==> config.mk <==
export PLATFORM = sky130hd
export DESIGN_NAME = ee_cmd_shifter
export DESIGN_NICKNAME = d
export VERILOG_FILES = /design/src/rtl/ee_shift_pkg.sv /design/src/rtl/ee_half_timer.sv /design/src/rtl/ee_frame_shift.sv /design/src/rtl/ee_read_capture.sv /design/src/rtl/ee_cmd_shifter.sv
export SDC_FILE = /design/constraint.sdc
export NUM_CORES = 1
export LEC_CHECK = 0
export ABC_AREA = 1
export BUFFER_PORTS_ARGS = -buffer_cell sky130_fd_sc_hd__buf_2
export CAP_MARGIN = 10
export CORE_ASPECT_RATIO = 0.8
export CORE_UTILIZATION = 49
export CTS_CLUSTER_SIZE = 20
export DETAILED_ROUTE_END_ITERATION = 12
export PLACE_DENSITY = 0.71
export SYNTH_ARGS = -nofsm -noshare
export SYNTH_HDL_FRONTEND = slang
export SYNTH_SLANG_ARGS = --single-unit
==> constraint.sdc <==
create_clock -name clk -period 3.45 [get_ports clk]
set_clock_uncertainty 0.05 [all_clocks]
set_input_delay 0.345 -clock clk [delete_from_list [all_inputs] [get_ports clk]]
set_output_delay 0.345 -clock clk [all_outputs]
set_load 0.01 [all_outputs]
==> src/rtl/ee_shift_pkg.sv <==
package ee_shift_pkg;
  typedef enum logic [1:0] {
    OP_NONE  = 2'b00,
    OP_WRITE = 2'b01,
    OP_READ  = 2'b10,
    OP_ERASE = 2'b11
  } ee_op_e;

  typedef enum logic [2:0] {
    ST_IDLE,
    ST_LOW,
    ST_HIGH,
    ST_HOLD,
    ST_GAP
  } ee_state_e;

  // True when a frame index falls inside the returned-data window.
  function automatic logic in_window(int unsigned idx, int unsigned first, int unsigned width);
    return (idx >= first) && (idx < first + width);
  endfunction
endpackage

==> src/rtl/ee_half_timer.sv <==
module ee_half_timer #(
  parameter int HALF_CYC = 4
) (
  input  logic clk,
  input  logic rst_n,
  input  logic run,
  output logic tick
);
  localparam int CNT_W = (HALF_CYC > 1) ? $clog2(HALF_CYC) : 1;
  localparam logic [CNT_W-1:0] LAST = CNT_W'(HALF_CYC - 1);

  logic [CNT_W-1:0] cnt;

  assign tick = run && (cnt == LAST);

  always_ff @(posedge clk or negedge rst_n) begin
    if (!rst_n)      cnt <= '0;
    else if (!run)   cnt <= '0;
    else if (tick)   cnt <= '0;
    else             cnt <= cnt + 1'b1;
  end

  assert_phase_len_R4: assert property (@(posedge clk) disable iff (!rst_n)
    (run && !tick) |=> (cnt != '0) || !run);
endmodule

==> src/rtl/ee_frame_shift.sv <==
module ee_frame_shift
  import ee_shift_pkg::*;
#(
  parameter int ADDR_W = 6,
  parameter int DATA_W = 16
) (
  input  logic              clk,
  input  logic              rst_n,
  input  logic              load,
  input  ee_op_e            op,
  input  logic [ADDR_W-1:0] addr,
  input  logic [DATA_W-1:0] wdata,
  input  logic              shift,
  output logic              bit_out,
  output logic [$clog2(3+ADDR_W+1+DATA_W+1)-1:0] bit_idx,
  output logic              last_bit
);
  localparam int FRAME_LEN = 3 + ADDR_W + 1 + DATA_W + 1;
  localparam int IDX_W     = $clog2(FRAME_LEN);

  logic [FRAME_LEN-1:0] shreg;

  function automatic logic [FRAME_LEN-1:0] build(ee_op_e o, logic [ADDR_W-1:0] a,
                                                 logic [DATA_W-1:0] d);
    logic [DATA_W-1:0] payload;
    payload = (o == OP_WRITE) ? d : '0;
    return {1'b1, o, a, 1'b0, payload, 1'b0};
  endfunction

  assign bit_out  = shreg[FRAME_LEN-1];
  assign last_bit = (bit_idx == IDX_W'(FRAME_LEN - 1));

  always_ff @(posedge clk or negedge rst_n) begin
    if (!rst_n) begin
      shreg   <= '0;
      bit_idx <= '0;
    end else if (load) begin
      shreg   <= build(op, addr, wdata);
      bit_idx <= '0;
    end else if (shift) begin
      shreg   <= {shreg[FRAME_LEN-2:0], 1'b0};
      bit_idx <= bit_idx + 1'b1;
    end
  end

  assert_idx_range_R1: assert property (@(posedge clk) disable iff (!rst_n)
    bit_idx < IDX_W'(FRAME_LEN));
endmodule

==> src/rtl/ee_read_capture.sv <==
module ee_read_capture #(
  parameter int DATA_W = 16
) (
  input  logic              clk,
  input  logic              rst_n,
  input  logic              clear,
  input  logic              sample,
  input  logic              din,
  input  logic              commit,
  output logic [DATA_W-1:0] rd_data
);
  logic [DATA_W-1:0] sh;

  always_ff @(posedge clk or negedge rst_n) begin
    if (!rst_n) begin
      sh      <= '0;
      rd_data <= '0;
    end else begin
      if (clear)       sh <= '0;
      else if (sample) sh <= {sh[DATA_W-2:0], din};
      if (commit)      rd_data <= sh;
    end
  end

  assert_result_hold_R7: assert property (@(posedge clk) disable iff (!rst_n)
    !$past(commit) |-> $stable(rd_data));
endmodule

==> src/rtl/ee_cmd_shifter.sv <==
module ee_cmd_shifter
  import ee_shift_pkg::*;
#(
  parameter int HALF_CYC = 4,
  parameter int ADDR_W   = 6,
  parameter int DATA_W   = 16
) (
  input  logic              clk,
  input  logic              rst_n,
  input  logic              req_valid,
  input  logic [1:0]        req_op,
  input  logic [ADDR_W-1:0] req_addr,
  input  logic [DATA_W-1:0] req_wdata,
  input  logic              ser_dout,
  output logic [2:0]        ser_ctrl,
  output logic              busy,
  output logic              done,
  output logic [DATA_W-1:0] rd_data
);
  localparam int FRAME_LEN  = 3 + ADDR_W + 1 + DATA_W + 1;
  localparam int IDX_W      = $clog2(FRAME_LEN);
  localparam int DATA_FIRST = 3 + ADDR_W + 1;

  ee_state_e        state;
  ee_op_e           op_q;
  logic             tick;
  logic             accept;
  logic             shift_bit;
  logic             sample_bit;
  logic             finish;
  logic             frame_bit;
  logic             last_bit;
  logic [IDX_W-1:0] bit_idx;
  logic             cs, sck, di;

  assign accept     = (state == ST_IDLE) && req_valid && (ee_op_e'(req_op) != OP_NONE);
  assign shift_bit  = (state == ST_HIGH) && tick && !last_bit;
  assign sample_bit = (state == ST_LOW) && tick && (op_q == OP_READ)
                      && in_window(int'(bit_idx), DATA_FIRST, DATA_W);
  assign finish     = (state == ST_GAP) && tick;

  assign busy = (state != ST_IDLE);
  assign cs   = (state == ST_LOW) || (state == ST_HIGH) || (state == ST_HOLD);
  assign sck  = (state == ST_HIGH);
  assign di   = cs && frame_bit;
  assign ser_ctrl = {sck, cs, di};

  ee_half_timer #(.HALF_CYC(HALF_CYC)) u_timer (
    .clk(clk), .rst_n(rst_n), .run(busy), .tick(tick)
  );

  ee_frame_shift #(.ADDR_W(ADDR_W), .DATA_W(DATA_W)) u_frame (
    .clk(clk), .rst_n(rst_n), .load(accept), .op(ee_op_e'(req_op)),
    .addr(req_addr), .wdata(req_wdata), .shift(shift_bit),
    .bit_out(frame_bit), .bit_idx(bit_idx), .last_bit(last_bit)
  );

  ee_read_capture #(.DATA_W(DATA_W)) u_capture (
    .clk(clk), .rst_n(rst_n), .clear(accept), .sample(sample_bit),
    .din(ser_dout), .commit(finish && (op_q == OP_READ)), .rd_data(rd_data)
  );

  always_ff @(posedge clk or negedge rst_n) begin
    if (!rst_n) begin
      state <= ST_IDLE;
      op_q  <= OP_NONE;
      done  <= 1'b0;
    end else begin
      done <= finish;
      case (state)
        ST_IDLE: if (accept) begin
          state <= ST_LOW;
          op_q  <= ee_op_e'(req_op);
        end
        ST_LOW:  if (tick) state <= ST_HIGH;
        ST_HIGH: if (tick) state <= last_bit ? ST_HOLD : ST_LOW;
        ST_HOLD: if (tick) state <= ST_GAP;
        ST_GAP:  if (tick) state <= ST_IDLE;
        default: state <= ST_IDLE;
      endcase
    end
  end

  assert_clk_needs_cs_R5: assert property (@(posedge clk) disable iff (!rst_n)
    ser_ctrl[2] |-> ser_ctrl[1]);

  assert_di_steady_high_R3: assert property (@(posedge clk) disable iff (!rst_n)
    (ser_ctrl[2] && $past(ser_ctrl[2])) |-> $stable(ser_ctrl[0]));

  assert_done_single_R8: assert property (@(posedge clk) disable iff (!rst_n)
    done |=> !done);

  assert_busy_ignores_R9: assert property (@(posedge clk) disable iff (!rst_n)
    (busy && !finish) |=> $stable(op_q));
endmodule

; ---- Yosys cells after proc, flatten, opt, wreduce, memory -nomap -nowiden
; Cells that the tools add are included.
[classes]
n_addsub = 2
multipliers = 0
bitwise = 0
muxes = 16
shift = 0
n_lt_le_gt_ge = 2
n_reduce_logical = 22
n_eq_ne = 13
div = 0
[ops]
columns = cell, n
row1 = two-way mux 27 bit, 2
row2 = two-way mux 16 bit, 3
row3 = two-way mux 3 bit, 5
row4 = case mux 3 bit (5 select lines), 1
row5 = logical AND 1 bit, 12
row6 = two-way mux 5 bit, 2
row7 = "!= test 2 bit, second input constant", 5
row8 = "equality test 3 x 2 -> 1 bit, second input constant", 2
row9 = two-way mux 2 bit, 3
row10 = nonzero test 2 bit, 3
row11 = "adder 5 x 1 -> 5 bit, second input constant", 1
row12 = "equality test 5 bit, second input constant", 1
row13 = ">= comparator 5 x 4 -> 1 bit, second input constant", 1
row14 = "less-than comparator 5 bit, second input constant", 1
row15 = AND reduction 5 bit, 1
row16 = "equality test 2 bit, second input constant", 2
row17 = "equality test 3 x 1 -> 1 bit, second input constant", 1
row18 = "equality test 3 bit, second input constant", 1
row19 = logical NOT 3 bit, 1
row20 = nonzero test 3 bit, 1
row21 = "adder 2 x 1 -> 2 bit, second input constant", 1
row22 = "equality test 2 x 1 -> 1 bit, second input constant", 1
row23 = logical OR 1 bit, 2
row24 = AND reduction 2 bit, 1
row25 = logical NOT 1 bit, 1
[totals]
in_bits = 28
register_bits = 72
rom_bits = 0
elab_cells = 63
ram_bits = 0
latchBits = 0
n_memories = 0

; ---- Longest topological paths before layout
; Gate-level depths: netlist of run 1.
[depth]
depth_word = 7
mapped_depth = 10
depth_no_buf = 9

; ---- Hierarchy
; Synthesis of run 1 repeated with hierarchy kept, for this count alone.
[hier_totals]
hier_cells = 366
area_unflattened_um2 = 3211.8
[modules_own_cells]
columns = mod, n_inst, area_per_inst_um2, seq_area_each_um2, cells_per_inst
row1 = ee_frame_shift, 1, 1437.6, 775.7, 161
row2 = ee_read_capture, 1, 1266.2, 800.8, 137
row3 = ee_cmd_shifter, 1, 419.2, 150.1, 58
row4 = ee_half_timer, 1, 88.8, 50.0, 10

; ---- Worst setup path after synthesis of run 1
; No wires, ideal clock.
[synth_path]
path_kind = reg-to-reg
startpoint = register u_frame.bit_idx[0]
endpoint = register u_capture.sh[14]
stages_incl_launch_ff = 11
synth_period_minus_slack_ns = 1.465
t_arrival_ns = 1.297
setup_time_ns = 0.117
t_required_ns = 3.283
path_slack_ns = 1.985
cell_sequence = dfrtp_1 -> inv_1 -> ha_1 -> inv_1 -> nand2_1 -> nand2_1 -> nand2_1 -> nand3_4 -> buf_6 -> nand2_1 -> nand2_1
[synth_between]
elab_chain_cells = 4
word_cells_on_any_way = 5
[synth_rtl]
columns = element, line_no
row1 = from (decl), ee_frame_shift.sv:15  ; output logic [$clog2(3+ADDR_W+1+DATA_W+1)-1:0] bit_idx,
row2 = from (signal assigned), ee_frame_shift.sv:42  ; bit_idx <= bit_idx + 1'b1;
row3 = >= comparator 5 x 4 -> 1 bit / less-than comparator 5 bit (equally long branches), ee_shift_pkg.sv:19  ; return (idx >= first) && (idx < first + width);
row4 = logical AND 1 bit (*), ee_shift_pkg.sv:19
row5 = logical AND 1 bit (*), ee_cmd_shifter.sv:39  ; && in_window(int'(bit_idx), DATA_FIRST, DATA_W);
row6 = nonzero test 2 bit (no source line) (*), -
row7 = to (signal assigned), ee_read_capture.sv:20  ; else if (sample) sh <= {sh[DATA_W-2:0], din};
row8 = to (decl), ee_read_capture.sv:12  ; logic [DATA_W-1:0] sh;
; Mark *: on every way between the ends. The rest lies on a longest branch, timed or not.
; A chain may end at the register's enable or synchronous reset.

; ---- Final worst setup path of run 1
[layout_path]
startpoint = register u_timer.cnt[0]
endpoint = register u_frame.bit_idx[4]
[layout_between]
elab_chain_cells = 5
[layout_rtl]
columns = element, line_no
row1 = from (decl), ee_half_timer.sv:12  ; logic [CNT_W-1:0] cnt;
row2 = from (signal assigned), ee_half_timer.sv:20  ; else cnt <= cnt + 1'b1;
row3 = equality test 2 bit, ee_half_timer.sv:14  ; assign tick = run && (cnt == LAST);
row4 = logical AND 1 bit, ee_half_timer.sv:14
row5 = logical AND 1 bit (2 in a row), ee_cmd_shifter.sv:37  ; assign shift_bit = (state == ST_HIGH) && tick && !last_bit;
row6 = nonzero test 2 bit (no source line), -
; No other way between the ends.

==> results of run 1 <==
[worst register-to-register path: stages, from the launching register on]
cell	delay, ns
dfrtp_1	0.39
ha_1	0.27
inv_1	0.13
nor2_2	0.07
nand2_2	0.39
nand2_2	0.40
o21ai_0	0.28
[synth_stat cells]
master    count  area share
clkbuf_2      1      0.0015
o21ai_1       3      0.0044
ha_1          3       0.011
inv_1        33       0.036
nor2_2        3      0.0055
nand3_4       1      0.0051
o21ai_0      18       0.026
nand3_1      59       0.086
xor2_1        3      0.0077
buf_6         2      0.0066
nand2_2       4      0.0073
inv_2         4      0.0044
dfrtp_1      71        0.52
nand3_2       1      0.0029
buf_2        11       0.016
buf_4         8       0.018
o31ai_1       1      0.0022
nor2_4        3      0.0099
nand2_1     176        0.19
a21oi_1       1      0.0015
nor2_1       27       0.030
nor3_1        1      0.0015
nand4_1       2      0.0037
[cell families after synthesis]
logic type | after synthesis | share of synthesized area
flip-flops | 71 | 0.520
XOR/XNOR | 3 | 0.00769
AND/OR/NAND/NOR | 277 | 0.345
buffers and inverters | 59 | 0.0823
AO/OA/AOI/OAI | 23 | 0.0344
adder cells (fa/ha/maj) | 3 | 0.0110
[power by group]
| group | total, µW | switching (µW) | internal, µW | leakage (µW) |
|---|---|---|---|---|
| Combinational | 618 | 403 | 214 | 0.00107 |
| Sequential | 1090 | 104 | 991 | 0.000958 |
| Clock | 732 | 324 | 408 | 0.000105 |
[metrics by stage]
step	worst slack, ns	instance area [µm²]	total power [µW]	hold slack [ns]
2_1_floorplan	1.99	3420	1610	-0.000591
3_3_place_gp	1.44	3640	1710	0.316
3_5_place_dp	1.40	3640	1740	0.316
4_1_cts	1.39	3880	2470	0.145
5_1_grt	1.24	3880	2620	0.154
6_report	1.39	3880	2440	0.156
[worst max path at each step]
stage	start	end	cells after the start
final	u_timer.cnt[0]	u_frame.bit_idx[4]	6
after global routing	u_timer.cnt[0]	u_frame.bit_idx[0]	6
after CTS	u_timer.cnt[0]	u_frame.bit_idx[4]	6
after detailed placement	u_timer.cnt[0]	u_frame.bit_idx[4]	6
after global placement	u_timer.cnt[0]	u_frame.shreg[26]	7
after floorplan	u_frame.bit_idx[0]	u_capture.sh[14]	10
[layer usage]
metal | share of wire | track usage | up-vias | wire length (µm)
met5 | 0 | 0 | - | 0
met4 | 0.010 | 0.0537 | 0 | 66
met3 | 0.038 | 0.0714 | 7 | 247
met2 | 0.45 | 0.301 | 51 | 2960
met1 | 0.50 | 0.271 | 1289 | 3280
li1 | - | - | 1440 | -
[final cells by class]
cell class	count	area share
flip-flops and latches	71	0.458
inverters	37	0.0358
clock buffers	9	0.0320
clock inverters	7	0.0252
multi-input cells	306	0.351
well taps	84	0.0271
repair buffers	52	0.0704
[registers in the layout (all words and copies together) (netlist names)]
name,count
u_frame.bit_idx,5
u_frame.shreg,26
u_capture.rd_data,16
op_q,2
u_timer.cnt,2
done,1
state,3
u_capture.sh,16
==> summary.txt, run 1 <==
Period utilization: 0.596
Die area: 0.00732 mm²
FF-to-FF Start: u_timer.cnt[0]
Sink Count: 71
Fin cells: 566
R2R Setup Slk: 1.39 ns
Drt pass-1 iters: 4
Post-synthesis cell area: 0.00342 mm²
Total Routing Usage GR: 0.199
Starting density of the core: 0.520
Sequential element share of the synthesized area: 0.520
Post-CTS sizing: 0
Initial antenna violation count: 0
Relative slew slack: 0.477
Syn Inst Count: 436
Largest net degree at the start of global routing: 48
Sum of negative setup slack: 0 ns
Worst EP arrival: 2.26 ns
WHS Path Cells: 3
Yosys warnings: 0
CTS tree: built
Worst-Margin Slew: 0.783 ns
Fin util: 0.590
Flops & latches, synth: 71
Area of the multi-input gates: 0.00136 mm²
RSZ-0062 raised after global routing: false
# fillers: 635
Slowest CP cell: dfrtp_1
CP top delay family: simple AND/OR/NAND/NOR gates
PwrDens: 631 mW/mm²
Final GP Congestion: 0.762
Endpoints failing setup: 0
# hold bufs at CTS: 1
Crit-path most repeated cell: nand2_2
Maximum VDD drop: 0.266 mV
WL final: 6550 µm
Critical Path RT: 3.66 ns
Area delta synth->final: 13.4%
Post-Syn Nets: 467
Reg2reg end: u_frame.bit_idx[4]
Crit-path max FO: 27
Layout cells sized above 1: 0.172
Vias per cell: 4.92
DRC violations left: 0
Longest Clk Path Bufs: 2
Total area of sequential cells: 0.00178 mm²
PortBufs: 48
Inserted Clock Buffers: 9
Syn_area_per_cell: 7.84 µm²
Crit path cell chain: ha_1, inv_1, nor2_2, nand2_2, nand2_2, o21ai_0
Final min period: 2.06 ns
Fmax: 486 MHz
R2r worst-path depth: 6
Clock transition at path regs: 0.08 ns
Outcome: completed
Dpl hpwl: 4480 µm
Critical Setup Path Class: reg2reg
Die Ht: 76.7 µm
Leakage: 0.00214 µW
Vias in the first global route: 2,530
Most frequent cells in the layout: 176 x nand2_1, 71 x dfrtp_1, 59 x nand3_1, 48 x buf_2, 33 x inv_1
Drt initial violations: 122
Crit path launch type: flip-flop
Yosys cell types: 23
Vias after detailed routing: 2,787
Final antenna-violating net count: 0
Core Region: 0.00657 mm²
Worst-skew pair later-pin latency: 0.35 ns
N_diodes: 0
Hold Violations, Final: 0
Nets: 508
Worst hold path type: in2reg
H-tree levels: 3
Wire length per cell: 11.6 µm
Root buffer cell: clkbuf_8
Grt ovf: 0
Die W: 95.4 µm
Number of setup buffers added after CTS: 0
IO Count: 49
Global-route wire length before repair: 11,300 µm
Max-cap violations: 0
Hold path endpoint: u_frame.shreg[1]
Number of buffer and inverter stages on the critical path: 1
Commonest non-fill, non-tap cell in the layout: nand2_1
Fin. max-slew vios: 0
Placed Cells: 549
Slowest stage delay, CP: 0.39 ns
Crit end category: flip-flop
FP Rows: 26
Hold path start: req_wdata[0]
Note: power is estimated with default switching activity, not from simulation.
==> inputs of run 2 (changes only) <==
==> constraint.sdc (replaced) <==
create_clock -name clk -period 1.9 [get_ports clk]
set_clock_uncertainty 0.05 [all_clocks]
set_input_delay 0.19 -clock clk [delete_from_list [all_inputs] [get_ports clk]]
set_output_delay 0.19 -clock clk [all_outputs]
set_load 0.01 [all_outputs]
==> run 2 against run 1 <==
Worst hold slack worse by 0.13 ns. Worst setup slack worse by 1.1 ns. Critical path type unchanged. Count of clock-buffer cells in the layout unchanged. Fmax up 27%. Combinational power up 86%. Wire length up 0.35%. Die area unchanged. Non-clock buffer count up 8. Global-route usage up 0.59 points. Utilization up 1.6 points. Flip-flop and latch count unchanged.
==> summary.txt, run 2 (same netlist as run 1, synthesis figures left out) <==
Period utilization: 0.850
Hold path endpoint: u_frame.shreg[23]
Total Routing Usage GR: 0.205
Largest net degree at the start of global routing: 72
Worst hold path type: in2reg
Max reg flops: 26
Outcome: completed
N_diodes: 0
Crit path launch type: flip-flop
Leakage: 0.00219 µW
Grt ovf: 0
RSZ-0062 raised after global routing: false
Most frequent cells in the layout: 176 x nand2_1, 71 x dfrtp_1, 59 x nand3_1, 48 x buf_2, 33 x inv_1
Starting density of the core: 0.520
Hold Violations, Final: 0
Final min period: 1.62 ns
Drt initial violations: 212
WHS Path Cells: 3
Post-route cell area: 0.00398 mm²
Inserted Clock Buffers: 9
Final GP Congestion: 0.769
Die area: 0.00732 mm²
CTS tree: built
Fin util: 0.606
Vias after detailed routing: 2,802
Root buffer cell: clkbuf_8
Placed instance area: 0.00369 mm²
Relative slew slack: 0.666
Longest Clk Path Bufs: 2
PwrDens: 1160 mW/mm²
Clock transition at path regs: 0.08 ns
Maximum VDD drop: 0.587 mV
WL final: 6570 µm
Commonest non-fill, non-tap cell in the layout: nand2_1
Crit path from: u_timer.cnt[0]
Max-cap violations: 0
Placed Cells: 553
Fin cells: 574
Die W: 95.4 µm
Dpl hpwl: 4270 µm
Critical Setup Path Class: reg2reg
Fin. max-slew vios: 0
Vias per cell: 4.88
Worst-Margin Slew: 0.501 ns
Core Region: 0.00657 mm²
Initial antenna violation count: 0
FP Rows: 26
FF-to-FF Start: u_timer.cnt[0]
DRC violations left: 0
IO Count: 49
Layout cells sized above 1: 0.178
Worst EP arrival: 1.78 ns
Reg2reg end: u_frame.bit_idx[4]
Fmax: 619 MHz
Top Registers: u_frame.shreg: 26 flops, u_capture.rd_data: 16 flops, u_capture.sh: 16 flops
Endpoints failing setup: 0
R2R Setup Slk: 0.28 ns
Drt pass-1 iters: 4
R2r worst-path depth: 6
Worst-skew pair later-pin latency: 0.35 ns
Die Ht: 76.7 µm
H-tree levels: 3
Sum of negative setup slack: 0 ns
Nets: 516
Sink Count: 71
Crit-path max FO: 22
Wire length per cell: 11.5 µm
PortBufs: 48
Hold path start: req_addr[5]
Critical Path RT: 2.07 ns
Top reg by flops: u_frame.shreg
Global-route wire length before repair: 11,700 µm
Area delta synth->final: 16.5%
Crit end category: flip-flop
Vias in the first global route: 2,629
Final antenna-violating net count: 0
==> run 2: metal layers <==
metal | vias to the layer above | wire (µm) | track usage
met2 | 67 | 2940 | 0.311
met5 | - | 0 | 0
met1 | 1274 | 3160 | 0.282
li1 | 1451 | - | -
met4 | 0 | 74 | 0.0537
met3 | 10 | 401 | 0.0694
==> run 2: critical path, stage by stage, from the launching register on <==
cell and delay, ns:
dfrtp_1 0.35, ha_1 0.25, inv_1 0.11, nor2_2 0.17, nand2_2 0.08, nand2_2 0.33
o21ai_0 0.13
==> run 2: worst max-delay path by stage <==
stage | to | slack, ns | cells past startpoint
2_1_floorplan | u_capture.sh[14] | 0.44 | 10
3_3_place_gp | u_frame.shreg[18] | 0.30 | 7
3_5_place_dp | u_frame.bit_idx[0] | 0.32 | 6
4_1_cts | u_frame.bit_idx[0] | 0.28 | 6
5_1_grt | u_capture.sh[7] | 0.15 | 7
6_report | u_frame.bit_idx[4] | 0.28 | 6
==> run 2: timing repair <==
item / 4_1_cts / 5_1_grt
gates resized for setup: 0 / 0
endpoints found under the hold margin: 75 / 0
buffers inserted: 0 / 0
hold buffers: 5 / 0
==> run 2: cell type report <==
class | instances | area [µm²]
inverters | 37 | 139
clock buffers | 9 | 124
fillers | 595 | 2590
flip-flops and latches | 71 | 1780
multi-input cells | 306 | 1360
well taps | 84 | 105
repair buffers | 60 | 355
clock inverters | 7 | 121
==> run 2: stage by stage <==
stage / hold WS (ns) / total power [µW] / worst slack [ns]
2_1_floorplan: -0.156 / 2920 / 0.435
3_3_place_gp: 0.200 / 3130 / 0.302
3_5_place_dp: 0.195 / 3160 / 0.316
4_1_cts: 0.0187 / 4650 / 0.284
5_1_grt: 0.0140 / 4920 / 0.146
6_report: 0.0244 / 4610 / 0.285
==> run 2: report_power, final <==
part / internal [µW] / leakage (µW) / switching, µW
Clock: 876 / 0.000123 / 595
Combinational: 409 / 0.00111 / 741
Sequential: 1800 / 0.000958 / 187
Total: 3080 / 0.00219 / 1520
==> inputs of run 3 (changes only) <==
--- a/config.mk
+++ b/config.mk
@@ -13,6 +13,7 @@
 export CTS_CLUSTER_SIZE = 20
 export DETAILED_ROUTE_END_ITERATION = 12
 export PLACE_DENSITY = 0.71
+export RECOVER_POWER = 100
 export SYNTH_ARGS = -nofsm -noshare
 export SYNTH_HDL_FRONTEND = slang
 export SYNTH_SLANG_ARGS = --single-unit
==> run 3 against run 2 <==
Final cell count stayed put. Worst hold slack better by 0.0038 ns. Via count is 0.75% higher. Final area is 1.1% lower. Critical path type unchanged.
==> summary.txt, run 3 (same netlist as run 1, synthesis figures left out) <==
CP top delay family: simple AND/OR/NAND/NOR gates
DRC violations left: 0
Top reg by flops: u_frame.shreg
Number of buffer and inverter stages on the critical path: 1
N_diodes: 0
Wire length per cell: 11.6 µm
Inserted Clock Buffers: 9
Commonest non-fill, non-tap cell in the layout: nand2_1
Drt initial violations: 215
Vias in the first global route: 2,629
Worst-skew pair later-pin latency: 0.35 ns
Sink Count: 71
Clock transition at path regs: 0.08 ns
Area delta synth->final: 15.1%
Slowest CP cell: dfrtp_1
Final GP Congestion: 0.769
Global-route wire length before repair: 11,700 µm
Endpoints failing setup: 0
Outcome: completed
R2R Setup Slk: 0.24 ns
Max reg flops: 26
Total Routing Usage GR: 0.205
Period utilization: 0.876
Die W: 95.4 µm
Final antenna-violating net count: 0
Root buffer cell: clkbuf_8
PwrDens: 1160 mW/mm²
RSZ-0062 raised after global routing: false
Nets: 516
Fin util: 0.599
Maximum VDD drop: 0.587 mV
CTS tree: built
Max-cap violations: 0
Crit path cell chain: nor2_4, nand3_1, inv_2, nand2_2, nand2_2, o21ai_0
Leakage: 0.00210 µW
Slowest stage delay, CP: 0.45 ns
Grt ovf: 0
PortBufs: 48
Worst-Margin Slew: 0.981 ns
Crit-path max FO: 22
Dpl hpwl: 4270 µm
Die area: 0.00732 mm²
FP Rows: 26
Fmax: 601 MHz
Worst EP arrival: 1.83 ns
Initial antenna violation count: 0
Worst hold path type: in2reg
Starting density of the core: 0.520
Top Registers: u_frame.shreg: 26 flops, u_capture.rd_data: 16 flops, u_capture.sh: 16 flops
Die Ht: 76.7 µm
Relative slew slack: 0.346
Layout cells sized above 1: 0.131
Fin. max-slew vios: 0
Longest Clk Path Bufs: 2
Crit path launch type: flip-flop
Drt pass-1 iters: 4
IO Count: 49
Crit end category: flip-flop
Vias after detailed routing: 2,823
Critical Setup Path Class: reg2reg
Sum of negative setup slack: 0 ns
Critical Path RT: 2.07 ns
Post-CTS sizing: 0
Hold Violations, Final: 0
Largest net degree at the start of global routing: 72
Vias per cell: 4.92
Most frequent cells in the layout: 177 x nand2_1, 71 x dfrtp_1, 60 x nand3_1, 34 x inv_1, 28 x buf_2
H-tree levels: 3
Crit-path most repeated cell: nand2_2
Core Region: 0.00657 mm²
Final min period: 1.66 ns
WL final: 6650 µm
-- run 3: cell count changes in the layout (fill, tap and decap cells not counted), sizes merged --
cell    change
buf        -21
clkbuf     +21
-- run 3: timing repair --
| item | 4_1_cts | 5_1_grt |
|---|---|---|
| setup buffers | 0 | 0 |
| setup endpoints to repair | 0 | 0 |
| hold endpoints to repair | 75 | 0 |
| hold buffers | 5 | 0 |
-- run 3: routing by layer --
layer,wire length [µm],vias to the layer above,GRT usage
li1,-,1453,-
met5,0,-,0
met1,3240,1299,0.282
met3,346,10,0.0694
met2,2990,61,0.311
met4,72,0,0.0537
-- run 3: stage by stage --
| step | total power, µW | area [µm²] | worst slack, ns | std cells | hold WS (ns) |
|---|---|---|---|---|---|
| finish | 4580 | 3940 | 0.236 | 574 | 0.0282 |
| global route | 4900 | 3940 | 0.0941 | 574 | 0.0140 |
| CTS | 4650 | 3980 | 0.284 | 574 | 0.0187 |
| detailed placement | 3160 | 3690 | 0.316 | 553 | 0.195 |
| global placement | 3130 | 3690 | 0.302 | 553 | 0.200 |
| floorplan | 2920 | 3420 | 0.435 | 436 | -0.156 |
-- run 3: final timing paths --
kind / depth (start not counted) / endpoint / from
worst min register to register: 1 / u_timer.cnt[0] / u_timer.cnt[0]
min in group asynchronous: 3 / state[1] / rst_n
worst max-delay path: 6 / u_frame.bit_idx[3] / state[0]
worst max register to register: 6 / u_frame.bit_idx[3] / state[0]
max in group asynchronous: 3 / u_frame.shreg[12] / rst_n
worst min-delay path: 3 / u_frame.shreg[22] / req_addr[4]
-- run 3: power by group --
| part | internal (µW) | switching [µW] |
|---|---|---|
| sequential | 1800 | 188 |
| clock | 876 | 592 |
| combinational | 391 | 740 |
| total | 3070 | 1520 |
-- run 3: worst register-to-register path, cell delays in order, from the launching register on --
cell     delay, ns
dfrtp_1       0.45
nor2_4        0.14
nand3_1       0.19
inv_2         0.13
nand2_2       0.09
nand2_2       0.35
o21ai_0       0.14
-- run 3: final cells by class --
| cell class | count | area, µm² |
|---|---|---|
| fill | 596 | 2630 |
| sequential | 71 | 1780 |
| multi-input combinational | 306 | 1350 |
| timing repair buffer | 60 | 318 |
| inverter | 37 | 139 |
| clock buffer | 9 | 124 |
| clock inverter | 7 | 121 |
| tap | 84 | 105 |
